--- src/rtl/uart_tx_pkg.sv ---
package uart_tx_pkg;

    localparam int CHAR_W    = 8;
    localparam int FRAME_MAX = 12;   // start + 8 data + parity + 2 stop

    // control word bit positions
    localparam int C_EN   = 0;
    localparam int C_BRK  = 1;
    localparam int C_LOOP = 2;
    localparam int C_CLR  = 3;
    localparam int C_DB   = 4;
    localparam int C_PE   = 6;
    localparam int C_PO   = 7;
    localparam int C_TS   = 8;
    localparam int C_MD   = 9;
    localparam int C_ML   = 10;
    localparam int C_THR  = 11;

    typedef enum logic [1:0] {
        SH_IDLE,
        SH_SEND,
        SH_BRK,
        SH_GAP
    } sh_state_e;

    typedef struct packed {
        logic       mask_low;
        logic       mask_drained;
        logic       two_stop;
        logic       par_odd;
        logic       par_en;
        logic [1:0] dbits;
        logic       loop;
        logic       brk;
        logic       tx_en;
    } tx_cfg_t;

    function automatic tx_cfg_t decode_ctrl(input logic [C_THR-1:0] w);
        tx_cfg_t c;
        c.tx_en        = w[C_EN];
        c.brk          = w[C_BRK];
        c.loop         = w[C_LOOP];
        c.dbits        = w[C_DB +: 2];
        c.par_en       = w[C_PE];
        c.par_odd      = w[C_PO];
        c.two_stop     = w[C_TS];
        c.mask_drained = w[C_MD];
        c.mask_low     = w[C_ML];
        return c;
    endfunction

    // line bits in send order, bit 0 first; unused upper bits are stop level
    function automatic logic [FRAME_MAX-1:0] build_frame(input logic [CHAR_W-1:0] d,
                                                         input tx_cfg_t c);
        logic [FRAME_MAX-1:0] f;
        logic                 p;
        int                   nb;
        nb   = 5 + int'(c.dbits);
        p    = c.par_odd;
        f    = '1;
        f[0] = 1'b0;
        for (int i = 0; i < CHAR_W; i++) begin
            if (i < nb) begin
                f[i+1] = d[i];
                p      = p ^ d[i];
            end
        end
        if (c.par_en) f[nb+1] = p;
        return f;
    endfunction

    function automatic logic [3:0] frame_len(input tx_cfg_t c);
        return 4'd7 + {2'b00, c.dbits} + {3'b000, c.par_en} + {3'b000, c.two_stop};
    endfunction

endpackage

--- src/rtl/uart_tx_fifo.sv ---
module uart_tx_fifo #(
    parameter int DEPTH = 16,
    parameter int W     = 8
) (
    input  logic                       clk,
    input  logic                       rst,
    input  logic                       clr,
    input  logic                       push,
    input  logic [W-1:0]               wdata,
    input  logic                       pop,
    output logic [W-1:0]               rdata,
    output logic [$clog2(DEPTH+1)-1:0] level,
    output logic                       full,
    output logic                       empty
);
    localparam int AW = $clog2(DEPTH);
    localparam int LW = $clog2(DEPTH+1);
    localparam logic [LW-1:0] LVL_FULL = LW'(DEPTH);

    logic [W-1:0]  mem [DEPTH];
    logic [AW-1:0] wp, rp;
    logic [LW-1:0] cnt;
    logic          push_ok, pop_ok;

    assign full    = (cnt == LVL_FULL);
    assign empty   = (cnt == '0);
    assign push_ok = push && !full && !clr;
    assign pop_ok  = pop && !empty && !clr;
    assign rdata   = mem[rp];
    assign level   = cnt;

    always_ff @(posedge clk) begin
        if (push_ok) mem[wp] <= wdata;
    end

    always_ff @(posedge clk) begin
        if (rst || clr) begin
            wp  <= '0;
            rp  <= '0;
            cnt <= '0;
        end else begin
            if (push_ok) wp <= wp + 1'b1;
            if (pop_ok)  rp <= rp + 1'b1;
            case ({push_ok, pop_ok})
                2'b10:   cnt <= cnt + 1'b1;
                2'b01:   cnt <= cnt - 1'b1;
                default: cnt <= cnt;
            endcase
        end
    end

    a_r4_full_write_ignored: assert property (@(posedge clk) disable iff (rst)
        (full && push && !pop && !clr) |=> (level == LVL_FULL));

    a_r6_clear_empties: assert property (@(posedge clk) disable iff (rst)
        clr |=> empty);

    a_r3_level_bound: assert property (@(posedge clk) disable iff (rst)
        level <= LVL_FULL);

endmodule

--- src/rtl/uart_tx_shifter.sv ---
module uart_tx_shifter
    import uart_tx_pkg::*;
#(
    parameter int BIT_CYC = 16
) (
    input  logic              clk,
    input  logic              rst,
    input  tx_cfg_t           cfg,
    input  logic              fifo_empty,
    input  logic [CHAR_W-1:0] fifo_data,
    output logic              pop,
    output logic              line,
    output logic              idle
);
    localparam int CW = $clog2(BIT_CYC);
    localparam logic [CW-1:0] CNT_TOP = CW'(BIT_CYC - 1);

    sh_state_e            state;
    logic [FRAME_MAX-1:0] shreg;
    logic [3:0]           left;
    logic [CW-1:0]        cnt;
    logic                 bit_end;

    assign bit_end = (cnt == '0);
    assign pop     = (state == SH_IDLE) && cfg.tx_en && !cfg.brk && !fifo_empty;
    assign idle    = (state == SH_IDLE);

    always_comb begin
        case (state)
            SH_SEND: line = shreg[0];
            SH_BRK:  line = 1'b0;
            default: line = 1'b1;
        endcase
    end

    always_ff @(posedge clk) begin
        if (rst) begin
            state <= SH_IDLE;
            shreg <= '1;
            left  <= '0;
            cnt   <= '0;
        end else begin
            case (state)
                SH_IDLE: begin
                    if (cfg.brk) begin
                        state <= SH_BRK;
                        cnt   <= CNT_TOP;
                    end else if (pop) begin
                        state <= SH_SEND;
                        shreg <= build_frame(fifo_data, cfg);
                        left  <= frame_len(cfg);
                        cnt   <= CNT_TOP;
                    end
                end
                SH_SEND: begin
                    if (bit_end) begin
                        if (left == 4'd1) begin
                            state <= SH_IDLE;
                        end else begin
                            shreg <= {1'b1, shreg[FRAME_MAX-1:1]};
                            left  <= left - 1'b1;
                            cnt   <= CNT_TOP;
                        end
                    end else begin
                        cnt <= cnt - 1'b1;
                    end
                end
                SH_BRK: begin
                    if (bit_end) begin
                        cnt <= CNT_TOP;
                        if (!cfg.brk) state <= SH_GAP;
                    end else begin
                        cnt <= cnt - 1'b1;
                    end
                end
                default: begin
                    if (bit_end) state <= SH_IDLE;
                    else         cnt   <= cnt - 1'b1;
                end
            endcase
        end
    end

    a_r5_no_start_when_disabled: assert property (@(posedge clk) disable iff (rst)
        (state == SH_IDLE && !cfg.tx_en) |=> (state != SH_SEND));

    a_r10_break_holds: assert property (@(posedge clk) disable iff (rst)
        (state == SH_BRK && cfg.brk) |=> (state == SH_BRK));

    a_r10_gap_before_frame: assert property (@(posedge clk) disable iff (rst)
        (state == SH_BRK) |=> (state != SH_SEND && state != SH_IDLE));

endmodule

--- src/rtl/uart_tx_status.sv ---
module uart_tx_status #(
    parameter int DEPTH = 16
) (
    input  logic                       clk,
    input  logic                       rst,
    input  logic [$clog2(DEPTH+1)-1:0] level,
    input  logic [$clog2(DEPTH)-1:0]   thr,
    input  logic                       fifo_empty,
    input  logic                       sh_idle,
    input  logic                       mask_drained,
    input  logic                       mask_low,
    output logic                       stat_drained,
    output logic                       stat_low,
    output logic                       irq
);
    localparam int LW = $clog2(DEPTH+1);

    assign stat_drained = fifo_empty && sh_idle;
    assign stat_low     = (level < LW'(thr));

    always_ff @(posedge clk) begin
        if (rst) irq <= 1'b0;
        else     irq <= (stat_drained && mask_drained) || (stat_low && mask_low);
    end

    a_r9_irq_masked_off: assert property (@(posedge clk) disable iff (rst)
        (!mask_drained && !mask_low) |=> !irq);

endmodule

--- src/rtl/uart_tx_fill.sv ---
module uart_tx_fill
    import uart_tx_pkg::*;
#(
    parameter int DEPTH   = 16,
    parameter int BIT_CYC = 16
) (
    input  logic                            clk,
    input  logic                            rst,
    input  logic                            wr_en,
    input  logic                            wr_addr,
    input  logic [C_THR+$clog2(DEPTH)-1:0]  wr_data,
    output logic                            tx_line,
    output logic                            loop_out,
    output logic [$clog2(DEPTH+1)-1:0]      fill_level,
    output logic                            stat_drained,
    output logic                            stat_low,
    output logic                            irq
);
    localparam int THR_W = $clog2(DEPTH);

    tx_cfg_t           cfg_q;
    logic [THR_W-1:0]  thr_q;
    logic              ctrl_wr, data_wr, fifo_clr;
    logic              fifo_empty, fifo_full, pop, line_raw, sh_idle;
    logic [CHAR_W-1:0] fifo_data;

    assign ctrl_wr  = wr_en && wr_addr;
    assign data_wr  = wr_en && !wr_addr;
    assign fifo_clr = ctrl_wr && wr_data[C_CLR];

    always_ff @(posedge clk) begin
        if (rst) begin
            cfg_q <= '0;
            thr_q <= '0;
        end else if (ctrl_wr) begin
            cfg_q <= decode_ctrl(wr_data[C_THR-1:0]);
            thr_q <= wr_data[C_THR +: THR_W];
        end
    end

    uart_tx_fifo #(.DEPTH(DEPTH), .W(CHAR_W)) u_fifo (
        .clk   (clk),
        .rst   (rst),
        .clr   (fifo_clr),
        .push  (data_wr),
        .wdata (wr_data[CHAR_W-1:0]),
        .pop   (pop),
        .rdata (fifo_data),
        .level (fill_level),
        .full  (fifo_full),
        .empty (fifo_empty)
    );

    uart_tx_shifter #(.BIT_CYC(BIT_CYC)) u_shift (
        .clk        (clk),
        .rst        (rst),
        .cfg        (cfg_q),
        .fifo_empty (fifo_empty),
        .fifo_data  (fifo_data),
        .pop        (pop),
        .line       (line_raw),
        .idle       (sh_idle)
    );

    uart_tx_status #(.DEPTH(DEPTH)) u_stat (
        .clk          (clk),
        .rst          (rst),
        .level        (fill_level),
        .thr          (thr_q),
        .fifo_empty   (fifo_empty),
        .sh_idle      (sh_idle),
        .mask_drained (cfg_q.mask_drained),
        .mask_low     (cfg_q.mask_low),
        .stat_drained (stat_drained),
        .stat_low     (stat_low),
        .irq          (irq)
    );

    assign tx_line  = cfg_q.loop ? 1'b1 : line_raw;
    assign loop_out = cfg_q.loop ? line_raw : 1'b1;

    a_r7_drained_means_no_data: assert property (@(posedge clk) disable iff (rst)
        stat_drained |-> (fill_level == '0));

    a_r4_full_flag_level: assert property (@(posedge clk) disable iff (rst)
        fifo_full |-> (fill_level == ($clog2(DEPTH+1))'(DEPTH)));

endmodule

--- config.mk ---
export PLATFORM = sky130hd
export DESIGN_NAME = uart_tx_fill
export DESIGN_NICKNAME = d
export VERILOG_FILES = /design/src/rtl/uart_tx_pkg.sv /design/src/rtl/uart_tx_fifo.sv /design/src/rtl/uart_tx_shifter.sv /design/src/rtl/uart_tx_status.sv /design/src/rtl/uart_tx_fill.sv
export SDC_FILE = /design/constraint.sdc
export NUM_CORES = 1
export LEC_CHECK = 0
export BUFFER_PORTS_ARGS = -buffer_cell sky130_fd_sc_hd__buf_2
export CORE_ASPECT_RATIO = 1.25
export CORE_UTILIZATION = 45
export DETAILED_ROUTE_END_ITERATION = 10
export MAX_ROUTING_LAYER = met4
export PLACE_DENSITY = 0.66
export SLEW_MARGIN = 20
export SYNTH_ARGS = -nofsm -noshare
export SYNTH_HDL_FRONTEND = slang
export SYNTH_SLANG_ARGS = --single-unit
--- constraint.sdc ---
create_clock -name clk -period 4.59 [get_ports clk]
set_input_delay 0.6885 -clock clk [delete_from_list [all_inputs] [get_ports clk]]
set_output_delay 0.6885 -clock clk [all_outputs]
set_load 0.02 [all_outputs]
==> impl_results.md <==
* Top post-synthesis cells by area: edfxtp_1, dfxtp_1, mux4_2, ha_1, mux4_1
* DRT iter0 DRCs at 427
* Skew final at 9.22 ps
* Worst hold path type: reg2reg
* Seq/Total Area, Yosys at 59.6%
* Area of the multi-input gates at 3020 µm²
* Share of power burned in registers at 47.2%
* Root buffer cell: clkbuf_16
* Switching portion of total power at 26.5%
* Largest net degree at the start of global routing at 41
* RSZ-0062 raised after global routing: false
* Remaining global-route overflow at 0
* Chip Height at 153 µm
* Register area at 4930 µm²
* Depth of the worst register-to-register path at 9
* Io pins at 29
* Yosys reg bits at 182
* 1st-pass router iterations at 10
* Post-CTS Hold Fix Bufs at 0
* Antenna Diode Count at 0
* CP required at 4900 ps
* CTS tree: yes
* Min setup slack post-route at 987 ps
* Synth Area in Compound Gates at 9.63%
* Worst Hold Launch: u_shift.shreg[1]
* Adder-cell share of the synthesized area at 4.12%
* Area Growth Syn to Fin at 11.0%
* Switching Power at 1.05 mW
* Post-synthesis mux area share at 10.8%
* First-pass GRT wire length at 27300 µm
* Synth cell types at 69
* Slew HR at 24.7%
* Crit-path leading delay family: flip-flops
* Drt total wl at 17300 µm
* Area leader, netlist: edfxtp_1
* Fin crit period at 3600 ps
* IO buf count at 28
* Synth Cell Area at 8260 µm²
* Period utilisation layout at 78.5%
* Setup WS pre-CTS at 964 ps
* Startpoint Class: flip-flop
* Logic pwr share at 15.0%
* Cells after synthesis at 611
* EDFF count, synth at 128
* Worst-path fanout max at 19
* Max-slew violation count at 0
* CTS Buf Count at 17
* Clk sinks at 182
* Vias in the first global route at 4914
* ANT nets after route at 0
* Final core utilization at 50.8%
* DR WL/cell at 19.7 µm
* Actual slew at the worst max-slew pin at 1130 ps
* Nets at 683
* Ys Warns at 0
* Final Hold Vio Count at 0
* Leak at 3.12 nW
* H-tree levels at 4
* Clk_lat worst skew at 430 ps
* Clk slew on worst S/H paths at 70 ps
* Total GRT Usage at 20.3%
* Post-CTS resize count at 0
* Share of cells above drive strength 1 at 16.4%
* CP Class: reg2reg
* Core footprint at 18000 µm²
* Asr flop ratio synth at 0%
* Largest family of logic cells by synthesized area: multiplexers
* Power per standard cell area at 431 nW/µm²
* Via Count at 4915
* Peak VDD IR at 0.262 mV
* Buf+Inv Stages, Crit Path at 1
* Synthesized Nets at 656
* Hold-critical path depth at 1
* Setup TNS Final at 0 ps
* Syn_area_per_cell at 13.5 µm²
* CP arrival at 3920 ps
* Routability cong. at 0.821
* Fillers at 1521
* DP HPWL at 11700 µm
* Die width at 123 µm
* Vias per cell at 5.59
* Die Area at 18900 µm²
* Std cell rows at 55
* Area share of and/or/nand/nor cells after synthesis at 9.30%
* Initial antenna violation count at 0
* Nature of the critical path endpoint: flip-flop
* Clock share of power at 37.8%
* Slowest Stage Delay on Critical Path at 670 ps
* Most used DFF post-synth: edfxtp_1
* R2r endpoint: u_shift.shreg[11]
* Design area at 9170 µm²
* Synth Area in XOR/XNOR at 2.68%
* Initial core utilization at 45.8%
* Critical-path cell list: buf_4, mux4_2, a22oi_1, nand3_1, xnor3_2, xnor2_4, or3_1, a2111oi_4, o21bai_1
* R2R Setup Slk at 990 ps
* Hold EP: u_shift.shreg[1]
* Post-CTS Setup Bufs at 0
* DRC viols at 2
* CP max stage cell: dfxtp_2
* MaxCap Viol Count at 0
* Int Pwr at 2.90 mW
* CTS Buffer Depth at 2
* Status: complete, but fails checks
* Failing checks: DRC
* Max Clk Rate at 278 MHz
* Pwr Total at 3.95 mW
* Placed cell areas at 8570 µm²
* Final setup vio count at 0
* Synth top area share at 46.5%
[routing by layer]
metal  track usage (%)  wire length, µm  part of all wire (%)
met1              24.8             7260                    42
met2              32.9             9010                    52
met3              4.03              676                   3.9
met4              8.15              398                   2.3
met5                 -                0                     0
[flip-flops by register name, indices dropped and copies added, names as in the netlist, named ones only]
signal         cells
u_fifo.rp          4
u_stat.irq         1
u_fifo.mem       128
u_shift.cnt        4
u_fifo.wp          4
thr_q              4
cfg_q             10
u_shift.state      2
u_shift.shreg     12
u_shift.left       4
u_fifo.level       5
[stage by stage]
| stage | hold slack, ps | cells |
|---|---|---|
| 2_1_floorplan | 427 | 611 |
| 3_3_place_gp | 434 | 847 |
| 3_5_place_dp | 443 | 847 |
| 4_1_cts | 458 | 879 |
| 5_1_grt | 469 | 879 |
| 6_report | 454 | 879 |
[worst max path at each step]
stage / slack, ps / end / cells after the start
global route: 790 / u_shift.shreg[7] / 9
global placement: 1010 / u_shift.shreg[7] / 9
CTS: 940 / u_shift.shreg[10] / 9
detailed placement: 960 / u_shift.shreg[7] / 9
floorplan: 1550 / u_shift.shreg[7] / 10
finish: 990 / u_shift.shreg[11] / 9
[synth_stat cells, drive strengths merged (2+ instances only)]
library cell / number
a2111oi: 4
a211o: 7
a211oi: 10
a21o: 3
a21oi: 38
a221oi: 4
a22o: 2
a22oi: 4
a31oi: 5
and2: 3
and3: 4
buf: 16
clkbuf: 15
dfxtp: 54
edfxtp: 128
fa: 2
ha: 24
inv: 31
mux2i: 14
mux4: 31
nand2: 55
nand2b: 7
nand3: 5
nand4: 2
nand4b: 2
nor2: 54
nor2b: 8
nor3: 8
nor3b: 5
o211ai: 4
o21ai: 16
o21bai: 4
or2: 2
or3: 4
xnor2: 7
xnor3: 2
xor2: 10
[area by class of cell]
class | instances | share of cell area, %
clock inverter | 15 | 1.91
inverter | 31 | 1.27
multi-input combinational | 367 | 32.9
timing repair buffer | 39 | 2.43
sequential | 182 | 53.7
clock buffer | 17 | 4.64
tap | 228 | 3.11
[logic make-up after synthesis]
group,Yosys count
flip-flops,182
AND/OR/NAND/NOR,165
AO/OA/AOI/OAI,111
buffers and inverters,62
multiplexers,46
adder cells (fa/ha/maj),26
XOR/XNOR,19
[power by group through the flow]
stage / clock network (mW) / registers, mW / logic [mW]
floorplan: 0 / 1.89 / 0.460
global placement: 0 / 1.90 / 0.571
detailed placement: 0 / 1.90 / 0.590
CTS: 1.52 / 1.86 / 0.592
global route: 1.59 / 1.87 / 0.659
finish: 1.49 / 1.86 / 0.591
[placed cells by master (no fill, tap or decap), types with 13 or more instances in the layout]
cell type	n
buf_2	28
nand2_1	54
mux4_2	21
mux2i_1	13
inv_1	31
edfxtp_1	128
o21ai_0	14
nor2_1	54
dfxtp_1	53
clkbuf_16	17
a21oi_1	38
ha_1	24
Note: power is estimated with default switching activity, not from simulation.
